File: src/rtl/ivc_pkg.sv
package ivc_pkg;
  typedef enum logic [2:0] {
    IVC_A_EN    = 3'd0,
    IVC_A_STAT  = 3'd1,
    IVC_A_VEC   = 3'd2,
    IVC_A_DMA   = 3'd3,
    IVC_A_FORCE = 3'd4
  } ivc_addr_e;
endpackage

File: src/rtl/ivc_lowest_set.sv
module ivc_lowest_set #(
  parameter int W  = 16,
  localparam int IW = $clog2(W + 1)
) (
  input  logic [W-1:0]  vec_i,
  output logic [IW-1:0] idx_o
);
  // 1-based index of the lowest set bit; 0 when none is set.
  always_comb begin
    idx_o = '0;
    for (int i = W - 1; i >= 0; i--) begin
      if (vec_i[i]) idx_o = IW'(i + 1);
    end
  end
endmodule

File: src/rtl/ivc_status_bank.sv
module ivc_status_bank #(
  parameter int W = 16
) (
  input  logic         clk,
  input  logic         rst,
  input  logic [W-1:0] set_i,
  input  logic [W-1:0] clr_i,
  output logic [W-1:0] stat_d,
  output logic [W-1:0] stat_q
);
  for (genvar k = 0; k < W; k++) begin : g_bit
    // set has priority over clear
    assign stat_d[k] = set_i[k] | (stat_q[k] & ~clr_i[k]);

    always_ff @(posedge clk) begin
      if (rst) stat_q[k] <= 1'b0;
      else     stat_q[k] <= stat_d[k];
    end

    assert_set_wins_R11: assert property (@(posedge clk) disable iff (rst)
      set_i[k] |=> stat_q[k]);
    assert_clear_only_R3: assert property (@(posedge clk) disable iff (rst)
      (clr_i[k] && !set_i[k]) |=> !stat_q[k]);
  end
endmodule

File: src/rtl/ivc_irq_vector.sv
module ivc_irq_vector #(
  parameter bit NEW_REV       = 1'b0,
  parameter int DW            = 16,
  parameter int AW            = 3,
  parameter int EN_BITS_OLD   = 5,
  parameter int EN_BITS_NEW   = 6,
  parameter int RX_BIT        = 3,
  parameter int TX_BIT        = 4,
  parameter int BUSY_BIT      = 12,
  parameter int DMA_RX_EN_BIT = 15,
  parameter int DMA_TX_EN_BIT = 7,
  parameter int FORCE_TRIG    = 11,
  parameter int FORCE_BITS    = 6,
  parameter logic [DW-1:0] W1C_MASK = 16'h0027
) (
  input  logic          clk,
  input  logic          rst,
  input  logic [DW-1:0] set_i,
  input  logic          bus_busy_i,
  input  logic [AW-1:0] reg_addr_i,
  input  logic          reg_wr_i,
  input  logic          reg_rd_i,
  input  logic [DW-1:0] reg_wdata_i,
  output logic [DW-1:0] reg_rdata_o,
  output logic          irq_o,
  output logic          dma_rx_req_o,
  output logic          dma_tx_req_o
);
  import ivc_pkg::*;

  localparam int IW = $clog2(DW + 1);
  localparam int EN_BITS = NEW_REV ? EN_BITS_NEW : EN_BITS_OLD;
  localparam logic [DW-1:0] ONE        = DW'(1);
  localparam logic [DW-1:0] EN_MASK    = DW'((1 << EN_BITS) - 1);
  localparam logic [DW-1:0] FORCE_MASK = DW'((1 << FORCE_BITS) - 1);
  localparam logic [DW-1:0] DMA_MASK   = (ONE << DMA_RX_EN_BIT) | (ONE << DMA_TX_EN_BIT);

  logic [DW-1:0] en_q, en_d, dma_q, dma_d;
  logic [DW-1:0] stat_q, stat_d, pend;
  logic [DW-1:0] clr_vec, clr_w1c, force_set;
  logic [IW-1:0] vec_idx;
  logic          sel_en, sel_stat, sel_vec, sel_dma, sel_force, vec_ack;
  logic [DW-1:0] rdata_d;

  assign sel_en    = reg_addr_i == AW'(IVC_A_EN);
  assign sel_stat  = reg_addr_i == AW'(IVC_A_STAT);
  assign sel_vec   = reg_addr_i == AW'(IVC_A_VEC);
  assign sel_dma   = reg_addr_i == AW'(IVC_A_DMA);
  assign sel_force = reg_addr_i == AW'(IVC_A_FORCE);

  assign pend = stat_q & en_q;

  ivc_lowest_set #(.W(DW)) u_prio (
    .vec_i (pend),
    .idx_o (vec_idx)
  );

  // acknowledge paths, chosen by revision
  generate
    if (NEW_REV) begin : g_new_ack
      assign vec_ack   = 1'b0;
      assign clr_vec   = '0;
      assign clr_w1c   = (reg_wr_i && sel_stat) ? (reg_wdata_i & W1C_MASK) : '0;
      assign force_set = (reg_wr_i && sel_force && reg_wdata_i[FORCE_TRIG]) ? FORCE_MASK : '0;
    end else begin : g_old_ack
      assign vec_ack   = reg_rd_i && sel_vec && (vec_idx != '0);
      assign clr_vec   = vec_ack ? (ONE << (vec_idx - 1'b1)) : '0;
      assign clr_w1c   = '0;
      assign force_set = '0;
    end
  endgenerate

  ivc_status_bank #(.W(DW)) u_stat (
    .clk    (clk),
    .rst    (rst),
    .set_i  (set_i | force_set),
    .clr_i  (clr_vec | clr_w1c),
    .stat_d (stat_d),
    .stat_q (stat_q)
  );

  // enable and DMA-control next state
  always_comb begin
    en_d  = en_q;
    dma_d = dma_q;
    if (reg_wr_i && sel_en) begin
      en_d = reg_wdata_i & EN_MASK;
    end else if (reg_wr_i && sel_dma) begin
      dma_d = reg_wdata_i & DMA_MASK;
      if (reg_wdata_i[DMA_RX_EN_BIT]) en_d[RX_BIT] = 1'b0;
      if (reg_wdata_i[DMA_TX_EN_BIT]) en_d[TX_BIT] = 1'b0;
    end
  end

  // read mux, sampled from pre-edge state
  always_comb begin
    rdata_d = '0;
    unique case (1'b1)
      sel_en:   rdata_d = en_q;
      sel_stat: rdata_d = stat_q | (DW'(bus_busy_i) << BUSY_BIT);
      sel_vec:  rdata_d = NEW_REV ? '0 : {{(DW-IW){1'b0}}, vec_idx};
      sel_dma:  rdata_d = dma_q;
      default:  rdata_d = '0;
    endcase
  end

  always_ff @(posedge clk) begin
    if (rst) begin
      en_q         <= '0;
      dma_q        <= '0;
      reg_rdata_o  <= '0;
      irq_o        <= 1'b0;
      dma_rx_req_o <= 1'b0;
      dma_tx_req_o <= 1'b0;
    end else begin
      en_q         <= en_d;
      dma_q        <= dma_d;
      if (reg_rd_i) reg_rdata_o <= rdata_d;
      irq_o        <= |(stat_d & en_d);
      dma_rx_req_o <= dma_d[DMA_RX_EN_BIT] & stat_d[RX_BIT];
      dma_tx_req_o <= dma_d[DMA_TX_EN_BIT] & stat_d[TX_BIT];
    end
  end

  assert_irq_level_R1: assert property (@(posedge clk) disable iff (rst)
    irq_o == (|(stat_q & en_q)));
  assert_dma_rx_R6: assert property (@(posedge clk) disable iff (rst)
    dma_rx_req_o == (dma_q[DMA_RX_EN_BIT] && stat_q[RX_BIT]));
  assert_dma_tx_R6: assert property (@(posedge clk) disable iff (rst)
    dma_tx_req_o == (dma_q[DMA_TX_EN_BIT] && stat_q[TX_BIT]));
  assert_dma_kills_en_R5: assert property (@(posedge clk) disable iff (rst)
    (reg_wr_i && sel_dma && reg_wdata_i[DMA_RX_EN_BIT]) |=> !en_q[RX_BIT]);
  assert_en_mask_R7: assert property (@(posedge clk) disable iff (rst)
    (en_q & ~EN_MASK) == '0);
  assert_vec_one_clear_R3: assert property (@(posedge clk) disable iff (rst)
    (vec_ack && set_i == '0) |=> $countones(stat_q) == $countones($past(stat_q)) - 1);
  assert_vec_dead_R4: assert property (@(posedge clk) disable iff (rst)
    (NEW_REV && reg_rd_i && sel_vec) |=> reg_rdata_o == '0);
endmodule

File: config.mk
export PLATFORM = sky130hd
export DESIGN_NAME = ivc_irq_vector
export DESIGN_NICKNAME = d
export VERILOG_FILES = /design/src/rtl/ivc_pkg.sv /design/src/rtl/ivc_lowest_set.sv /design/src/rtl/ivc_status_bank.sv /design/src/rtl/ivc_irq_vector.sv
export SDC_FILE = /design/constraint.sdc
export NUM_CORES = 1
export LEC_CHECK = 0
export ABC_AREA = 1
export BUFFER_PORTS_ARGS = -buffer_cell sky130_fd_sc_hd__buf_2
export CAP_MARGIN = 20
export CELL_PAD_IN_SITES_DETAIL_PLACEMENT = 0
export CELL_PAD_IN_SITES_GLOBAL_PLACEMENT = 1
export CORE_ASPECT_RATIO = 1.5
export CORE_UTILIZATION = 38
export DETAILED_ROUTE_END_ITERATION = 12
export GPL_TIMING_DRIVEN = 0
export PLACE_DENSITY_LB_ADDON = 0.1
export SLEW_MARGIN = 10
export SYNTH_ARGS = -nofsm -noshare
export SYNTH_HDL_FRONTEND = slang
export SYNTH_SLANG_ARGS = --single-unit
File: constraint.sdc
create_clock -name clk -period 2.5 [get_ports clk]
set_input_delay 0 -clock clk [delete_from_list [all_inputs] [get_ports clk]]
set_output_delay 0 -clock clk [all_outputs]
set_load 0.005 [all_outputs]
==> After elaboration in Yosys (flattened, before gate mapping) <==
Cells that the tools add are included.
{ "totals": {"register_bits": 53, "inputBits": 40, "word_cells": 113} }
{ "classes": {"addsub": 1, "eq_ne": 3, "shift": 1, "muxes": 26, "bitwise": 53, "n_reduce_logical": 7} }
{ "ops": {"columns": ["operator", "count"], "rows": [
  ["$mux 5", 16],
  ["$pmux 16 s4", 1],
  ["$mux 16", 3],
  ["$and 16x16->16", 2],
  ["$and 1x1->1", 18],
  ["$not 1->1", 16],
  ["$or 1x1->1", 16],
  ["$or 16x13->16", 1],
  ["$reduce_or 16->1", 1],
  ["$shl 1x5->16 const A", 1],
  ["$mux 11", 1],
  ["$eq 3x2->1 const B", 2],
  ["$reduce_bool 5->1", 1],
  ["$sub 5x1->5 const B", 1],
  ["$logic_and 1x1->1", 4],
  ["$mux 2", 2],
  ["$eq 3x1->1 const B", 1],
  ["$logic_not 3->1", 1],
  ["$mux 3", 1],
  ["$mux 1", 2]
]} }

==> Longest topological paths before layout <==
Gate-level depths: netlist (run 1).
{ "depth": {"depth_word": 25, "depth_mapped": 24, "ltp_nobuf": 24} }

==> Hierarchy <==
Synthesis (run 1) repeated with hierarchy kept, for this count alone.
{ "hier_totals": {"cells_unflattened": 461, "hier_area_um2": 2919.0} }
{ "modules_own_cells": {"columns": ["module", "n_inst", "cells_per_inst", "area_each_um2"], "rows": [
  ["ivc_irq_vector", 1, 315, 2003.2],
  ["ivc_status_bank", 1, 98, 716.9],
  ["ivc_lowest_set", 1, 48, 198.9]
]} }

==> Least setup slack after synthesis (run 1) <==
Ideal clock, no wire load.
{ "synth_timing": {"kind": "register to register", "from": "register en_q[10]", "to": "register irq_o", "setup_time_ns": 0.128, "arrival_time_ns": 1.825, "t_required_ns": 2.372, "setup_slack_ns": 0.548, "stages_incl_launch_ff": 18, "n_path_buf": 0, "period_less_slack_ns": 1.952, "path_cell_list": "dfxtp_1 nand2_2 nand2_2 nor2_4 nand4_1 nor2_2 nor2_2 nor2_4 inv_2 o21ai_1 inv_1 or2_1 nand3_1 nand3_1 nor2_1 nand2_1 nor2_1 nor2_1"} }
{ "synth_via": {"elab_chain_len": 20, "elab_cells_between_ends": 68} }
{ "synth_rtl": {"columns": ["element", "line_no", "rtl"], "rows": [
  ["from (decl)", "ivc_irq_vector.sv:38", "logic [DW-1:0] en_q, en_d, dma_q, dma_d;"],
  ["from (signal assigned)", "ivc_irq_vector.sv:116", "en_q <= en_d;"],
  ["$and 16x16->16", "ivc_irq_vector.sv:51", "assign pend = stat_q & en_q;"],
  ["$mux 5 (11 in a row)", "ivc_lowest_set.sv:12", "if (vec_i[i]) idx_o = IW'(i + 1);"],
  ["$sub 5x1->5 / $reduce_bool 5->1 (equally long branches)", "ivc_irq_vector.sv:67, ivc_irq_vector.sv:66", null],
  ["$shl 1x5->16 / $logic_and 1x1->1 (equally long branches)", "ivc_irq_vector.sv:67, ivc_irq_vector.sv:66", null],
  ["$mux 16", "ivc_irq_vector.sv:67", "assign clr_vec = vec_ack ? (ONE << (vec_idx - 1'b1)) : '0;"],
  ["$not 1->1", "ivc_status_bank.sv:13", "assign stat_d[k] = set_i[k] | (stat_q[k] & ~clr_i[k]);"],
  ["$and 1x1->1", "ivc_status_bank.sv:13", null],
  ["$or 1x1->1", "ivc_status_bank.sv:13", null],
  ["$and 16x16->16 (*)", "ivc_irq_vector.sv:119", "irq_o <= |(stat_d & en_d);"],
  ["$reduce_or 16->1 (*)", "ivc_irq_vector.sv:119", null],
  ["to (signal assigned)", "ivc_irq_vector.sv:119", null],
  ["to (decl)", "ivc_irq_vector.sv:25", "output logic irq_o,"]
]} }
Every way passes the cells marked *; elsewhere a longest branch is shown, timed or not.
A chain may end at the register's enable or synchronous reset.

==> Final worst setup path (run 1) <==
{ "layout_timing": {"from": "register en_q[3]", "to": "register irq_o"} }
{ "layout_via": {"elab_chain_len": 13, "elab_cells_between_ends": 63} }
{ "layout_rtl": {"columns": ["element", "line_no"], "rows": [
  ["$and 16x16->16", "ivc_irq_vector.sv:51"],
  ["$mux 5 (4 in a row)", "ivc_lowest_set.sv:12"],
  ["$sub 5x1->5 / $reduce_bool 5->1 (equally long branches)", "ivc_irq_vector.sv:67, ivc_irq_vector.sv:66"],
  ["$shl 1x5->16 / $logic_and 1x1->1 (equally long branches)", "ivc_irq_vector.sv:67, ivc_irq_vector.sv:66"],
  ["$mux 16", "ivc_irq_vector.sv:67"],
  ["$not 1->1", "ivc_status_bank.sv:13"],
  ["$and 1x1->1", "ivc_status_bank.sv:13"],
  ["$or 1x1->1", "ivc_status_bank.sv:13"],
  ["$and 16x16->16 (*)", "ivc_irq_vector.sv:119"],
  ["$reduce_or 16->1 (*)", "ivc_irq_vector.sv:119"]
]} }
Marked as above.

==> results.json, run 1 <==
{
  "drtAntennaViolNets": 0,
  "drtIter0Drc": 143,
  "routed_via_density": 4.90,
  "place.gp.congestion": 0.892,
  "power.density_nw_per_um2": 456,
  "initial_core_util": 0.396,
  "fin_tns_setup_ns": 0,
  "yosysSeqAreaShare": 0.386,
  "path_clk_slew_ns": 0.10,
  "status": "finished clean",
  "cts_tree": "done",
  "min_period_ns": 2.32,
  "die_area_um2": 7590,
  "synth_area_per_cell_um2": 6.50,
  "drive_above_1_share": 0.229,
  "min_path_cells": 5,
  "clock_path_buffers": 2,
  "hold_start": "set_i[3]",
  "cap_violations": 0,
  "synth_seq_cells": 53,
  "critPathLaunchType": "flip-flop",
  "ys_types": 32,
  "crit_path_end_kind": "flip-flop",
  "track_usage": 0.241,
  "worst_slew_pin_slew_ns": 0.653,
  "die_w_um": 71.5,
  "grt_max_degree": 15,
  "synthMuxAreaShare": 0,
  "clock-sinks": 53,
  "drt-total-wl_um": 8590,
  "grt_pass1_wl_um": 13400,
  "syn_nets": 463,
  "r2r-start": "en_q[3]$_SDFF_PP0_",
  "finalCritPeriodShare": 0.927,
  "grt_antenna_before_repair": 0,
  "synth_cells": 423,
  "final_cell_mix": "nand2_1 (124), inv_1 (64), buf_2 (48)",
  "htree_levels": 2,
  "grt_pass1_vias": 2666,
  "crit_fanout": 6,
  "peakVddDrop_mv": 0.238,
  "coreArea_um2": 6940,
  "r2r-end": "irq_o$_SDFF_PP0_",
  "synth_top_area_frac": 0.386,
  "first_pass_iters": 4,
  "row_count": 37,
  "yosys.area.top_type": "dfxtp_1",
  "yosys_warnings": 0,
  "slew_viol_final": 0,
  "holdCritPathClass": "primary input to flip-flop",
  "wl_per_cell_um": 14.8,
  "final_area_um2": 3470,
  "synth_compound_area_frac": 0.135,
  "antenna-diode-count": 0,
  "yosys.area_share.simple": 0.366,
  "dieHeight_um": 106,
  "detailed_place_hpwl_um": 6490,
  "portBuffers": 47,
  "arrival_ns": 2.51,
  "worstPathRequired_ns": 2.69,
  "r2r_slack_ns": 0.18,
  "syn2layout_area_growth_pct": 26.3,
  "synth_top_family_by_area": "simple AND/OR/NAND/NOR gates",
  "synth-xor-area-share": 0,
  "p_leak_uw": 0.00169,
  "setup_viol": 0,
  "clock_latency_ns": 0.32,
  "cts_buffers": 5,
  "grt-ovfl-total": 0,
  "min_to": "u_stat.stat_q[3]$_SDFF_PP0_",
  "clock_skew_ns": 0.00874,
  "final_util": 0.500,
  "syn_area_um2": 2750,
  "cts-root-buf": "clkbuf_8",
  "drc": 0,
  "hold_viol": 0,
  "pin_count": 59,
  "slew-limit-headroom": 0.565,
  "dr_total_vias": 2842,
  "reg2reg_depth": 18,
  "fmax_ghz": 0.432,
  "critical_path_class": "flip-flop to flip-flop",
  "yosys.area_share.adder": 0,
  "dpl_cell_area_um2": 3080,
  "synth_area_leaders": "dfxtp_1 (39%), nand2_1 (18%), inv_1 (8.7%)",
  "layout.nets": 541,
  "layout_commonest_cell": "nand2_1"
}
[routing by layer]
| layer | share of wire | GRT usage |
|---|---|---|
| met4 | 0.042 | 0.122 |
| met2 | 0.50 | 0.423 |
| met5 | 0 | 0 |
| met3 | 0.047 | 0.0398 |
| met1 | 0.41 | 0.277 |
[repair_timing]
action                                 4_1_cts  5_1_grt
gates resized for setup                      0       33
hold buffers                                16        0
setup endpoints to repair                    0        1
setup buffers                                0        8
endpoints found under the hold margin       16        0
[final cells by class]
class                           instances  area [µm²]
Buffer                                 13        57.6
Clock buffer                            8        80.1
Fill cell                             751        3470
Inverter                               69         264
Multi-Input combinational cell        288        1430
Sequential cell                        53        1080
Tap cell                               78        97.6
Timing Repair Buffer                   71         468
[cell usage after synthesis]
library cell and n:
nor4_1 1, o21ai_1 7, nand3_1 12, inv_2 5
buf_2 2, nand2_4 2, nand3_2 1, inv_1 64
clkbuf_1 9, o21ai_2 1, nor2_1 31, or2_1 2
nor2_8 1, o211ai_1 3, nand4_1 15, o22ai_1 2
o2111ai_1 1, a32oi_1 1, dfxtp_1 53, nor3_2 1
a22o_1 3, nand2_1 131, nand3b_1 1, o21bai_1 4
buf_1 2, nor2_2 5, o221ai_1 1, nor3_1 8
nand2_2 10, a21oi_1 29, o21ai_0 13, nor2_4 2
[sequential cells by signal, indices dropped and copies added, names as in the netlist]
register	cells
en_q	16
reg_rdata_o	16
dma_q	2
u_stat.stat_q	16
dma_rx_req_o	1
irq_o	1
dma_tx_req_o	1
[report_power, final]
part | switching, µW | internal, µW
Combinational | 121 | 83.2
Clock | 287 | 200
Sequential | 19.7 | 872
Total | 428 | 1160
[worst max-delay path by stage]
stage / slack (ns) / cells after the start / startpoint / to
2_1_floorplan: 0.55 / 17 / en_q[10]$_SDFF_PP0_ / irq_o$_SDFF_PP0_
3_3_place_gp: 0.03 / 14 / reg_addr_i[2] / irq_o$_SDFF_PP0_
3_5_place_dp: 0.02 / 14 / reg_addr_i[2] / irq_o$_SDFF_PP0_
4_1_cts: 0.01 / 23 / en_q[13]$_SDFF_PP0_ / irq_o$_SDFF_PP0_
5_1_grt: -0.009 / 23 / en_q[14]$_SDFF_PP0_ / irq_o$_SDFF_PP0_
6_report: 0.18 / 18 / en_q[3]$_SDFF_PP0_ / irq_o$_SDFF_PP0_
[through the flow]
| step | cells | hold WS, ns | total power (µW) | setup slack [ns] |
|---|---|---|---|---|
| after floorplan | 423 | 0.154 | 1010 | 0.548 |
| after global placement | 548 | 0.261 | 1080 | 0.0298 |
| after detailed placement | 548 | 0.266 | 1090 | 0.0173 |
| after CTS | 572 | 0.00612 | 1590 | 0.0127 |
| after global routing | 580 | 0.0454 | 1670 | -0.00890 |
| final | 580 | 0.00707 | 1580 | 0.183 |
[critical path, cell delays in order (launching register included)]
cell and delay (ns):
dfxtp_1 0.40, nand2_1 0.10, nand2_1 0.12, nor2_2 0.06, nand2_2 0.09, nand2_4 0.09, nand3_2 0.10, nor2_2 0.05
nor2_4 0.17, buf_4 0.13, nand4_1 0.16, nand2_1 0.15, nand2_1 0.06, nand3_1 0.08, nand2_2 0.07, nor2_1 0.12
nand2_1 0.09, nor2_1 0.10, nor2_1 0.04
[cell families after synthesis]
family / after synthesis
buffers and inverters: 82
AND/OR/NAND/NOR: 223
AO/OA/AOI/OAI: 65
flip-flops: 53
Power figures use the tool's default switching activity.
==> inputs of run 2 (changes only) <==
--- a/config.mk
+++ b/config.mk
@@ -5,13 +5,13 @@
 export SDC_FILE = /design/constraint.sdc
 export NUM_CORES = 1
 export LEC_CHECK = 0
-export ABC_AREA = 1
+export ABC_CLOCK_PERIOD_IN_PS = 2500
 export BUFFER_PORTS_ARGS = -buffer_cell sky130_fd_sc_hd__buf_2
 export CAP_MARGIN = 20
 export CELL_PAD_IN_SITES_DETAIL_PLACEMENT = 0
 export CELL_PAD_IN_SITES_GLOBAL_PLACEMENT = 1
 export CORE_ASPECT_RATIO = 1.5
-export CORE_UTILIZATION = 38
+export CORE_UTILIZATION = 40
 export DETAILED_ROUTE_END_ITERATION = 12
 export GPL_TIMING_DRIVEN = 0
 export PLACE_DENSITY_LB_ADDON = 0.1
==> run 2 against run 1 <==
Compared with the run above:
- the run now ends with design-rule violations, negative setup slack left
- sequential share of layout area decreased by 2.8 points
- synthesized area up 4.5%
- utilization is 6.1 points higher
- clock power is 48% higher
- first-iteration DRC count increased by 65%
- synthesized cell count is 19% lower
- critical endpoint unchanged
- largest power group unchanged
==> results.json, run 2 <==
{
  "drc": 4,
  "grt_max_degree": 18,
  "first_pass_iters": 9,
  "die_area_um2": 7530,
  "final_util": 0.561,
  "cts_buffers": 5,
  "power.total_uw": 1850,
  "detailed_place_hpwl_um": 7370,
  "wl_per_cell_um": 18.9,
  "fmax_ghz": 0.380,
  "synth_cells": 344,
  "grtUsageMet1": 0.332,
  "arrival_ns": 2.85,
  "ys_top_cells_by_count": "dfxtp_1 (53), nor2_1 (40), a21oi_1 (38), nand2_1 (33), nor2b_1 (19)",
  "grtUsageMet3": 0.0392,
  "drtAntennaViolNets": 0,
  "final_cell_mix": "buf_2 (48), dfxtp_1 (40), nor2_1 (39)",
  "worst_slew_pin_slew_ns": 0.729,
  "synth-main-ff-cell": "dfxtp_1",
  "worst_slack_ns": -0.131,
  "fin_tns_setup_ns": -0.131,
  "dieHeight_um": 106,
  "yosys_warnings": 0,
  "largest_registers": "en_q (16), reg_rdata_o (16), u_stat.stat_q (16)",
  "violations": "design-rule violations, negative setup slack",
  "synthArstFlopShare": 0,
  "antenna-diode-count": 0,
  "drt-total-wl_um": 9840,
  "hold_viol": 0,
  "whs_ns": 0.00997,
  "finalCritPeriodShare": 1.05,
  "grt-ovfl-total": 0,
  "die_w_um": 71.2,
  "place.gp.congestion": 0.948,
  "layout.nets": 481,
  "critical_path_class": "flip-flop to flip-flop",
  "synth_top_area_frac": 0.369,
  "gr-usage-met2": 0.471,
  "yosysMostFrequentCell": "dfxtp_1",
  "min_period_ns": 2.63,
  "routed_via_density": 5.71,
  "slew-limit-headroom": 0.514,
  "cts-root-buf": "clkbuf_8",
  "grt_pass1_wl_um": 15400,
  "syn_area_um2": 2870,
  "grt_pass1_vias": 2952,
  "clock_path_buffers": 2,
  "critPathLaunchType": "flip-flop",
  "crit_fanout": 5,
  "clock-sinks": 53,
  "clock_skew_ns": 0.00755,
  "yosys.area.top_type": "dfxtp_1",
  "status": "finished, violations left",
  "fillers": 688,
  "synth_area_leaders": "dfxtp_1 (37%), a21oi_1 (6.6%), nor2_1 (5.2%)",
  "slew_viol_final": 0,
  "cap_violations": 0,
  "power.density_nw_per_um2": 478,
  "ys_types": 68,
  "dr_total_vias": 2967,
  "peakVddDrop_mv": 0.368,
  "grt_antenna_before_repair": 0,
  "path_clk_slew_ns": 0.11,
  "portBuffers": 47,
  "drive_above_1_share": 0.319,
  "crit_path_end_kind": "flip-flop",
  "grt_busiest_layer": "met2",
  "syn2layout_area_growth_pct": 34.7,
  "holdCritPathClass": "primary input to flip-flop",
  "coreArea_um2": 6900,
  "post-place-ws_ns": -0.715,
  "row_count": 37,
  "syn_nets": 384,
  "synth_area_per_cell_um2": 8.35,
  "rsz0062_at_grt": "yes",
  "pin_count": 59,
  "setup_viol": 1,
  "p_leak_uw": 0.00156,
  "track_usage": 0.274,
  "drtIter0Drc": 236,
  "clock_latency_ns": 0.33,
  "cts_tree": "done",
  "initial_core_util": 0.416,
  "worstPathRequired_ns": 2.72,
  "synth-edff-count": 0,
  "synth_seq_cells": 53,
  "layout_commonest_cell": "buf_2",
  "yosysSeqAreaShare": 0.369,
  "htree_levels": 2
}
-- run 2: worst max-delay path, stage by stage (launching register included) --
cell,delay [ns]
dfxtp_4,0.38
a222oi_1,0.35
buf_4,0.19
nand4_4,0.11
buf_4,0.18
buf_4,0.13
or3_1,0.36
nor4_2,0.14
o22ai_1,0.11
a221o_1,0.28
a211o_1,0.28
-- run 2: per-layer routing --
metal | share of wire | vias to the layer above
li1 | - | 1444
met1 | 0.43 | 1415
met2 | 0.50 | 88
met3 | 0.041 | 20
met4 | 0.033 | 0
met5 | 0 | -
-- run 2: final cells by class --
cell class | count | area [µm²] | area share
plain buffers | 15 | 85.1 | 0.0220
clock buffers | 5 | 68.8 | 0.0178
clock inverters | 3 | 68.8 | 0.0178
inverters | 4 | 15.0 | 0.00388
multi-input cells | 272 | 1830 | 0.474
flip-flops and latches | 53 | 1090 | 0.282
well taps | 78 | 97.6 | 0.0252
repair buffers | 90 | 611 | 0.158
-- run 2: metrics by stage --
stage,cell area [µm²],instances
after CTS,3840,520
after floorplan,2870,344
after global placement,3210,469
after detailed placement,3210,469
final,3870,520
after global routing,3870,520
-- run 2: worst paths after layout --
check                              start                           end  slack [ns]  cells after the start
max          u_stat.stat_q[2]$_SDFF_PP0_              irq_o$_SDFF_PP0_       -0.13                     10
min                            set_i[15]  u_stat.stat_q[15]$_SDFF_PP0_        0.01                      4
max reg2reg  u_stat.stat_q[2]$_SDFF_PP0_              irq_o$_SDFF_PP0_       -0.13                     10
min reg2reg  reg_rdata_o[4]$_SDFFE_PP0P_   reg_rdata_o[4]$_SDFFE_PP0P_        0.48                      2
-- run 2: timing repair --
item,4_1_cts,5_1_grt
hold endpoints to repair,20,0
pin swaps,23,9
setup endpoints to repair,9,1
buffers inserted,22,0
gates resized for setup,36,7
hold buffers,21,0
-- run 2: power breakdown --
part | internal (µW) | switching, µW
sequential | 867 | 34.6
combinational | 108 | 117
clock | 403 | 319
-- run 2: cells by family (layout without fill, tap and decap cells) --
kind of cell / count (synthesis) / after routing / share of synthesized area
AND/OR/NAND/NOR: 145 / 145 / 0.267
multiplexers: 18 / 18 / 0.0662
XOR/XNOR: 1 / 1 / 0.00305
AO/OA/AOI/OAI: 108 / 108 / 0.260
buffers and inverters: 19 / 117 / 0.0348
flip-flops: 53 / 53 / 0.369
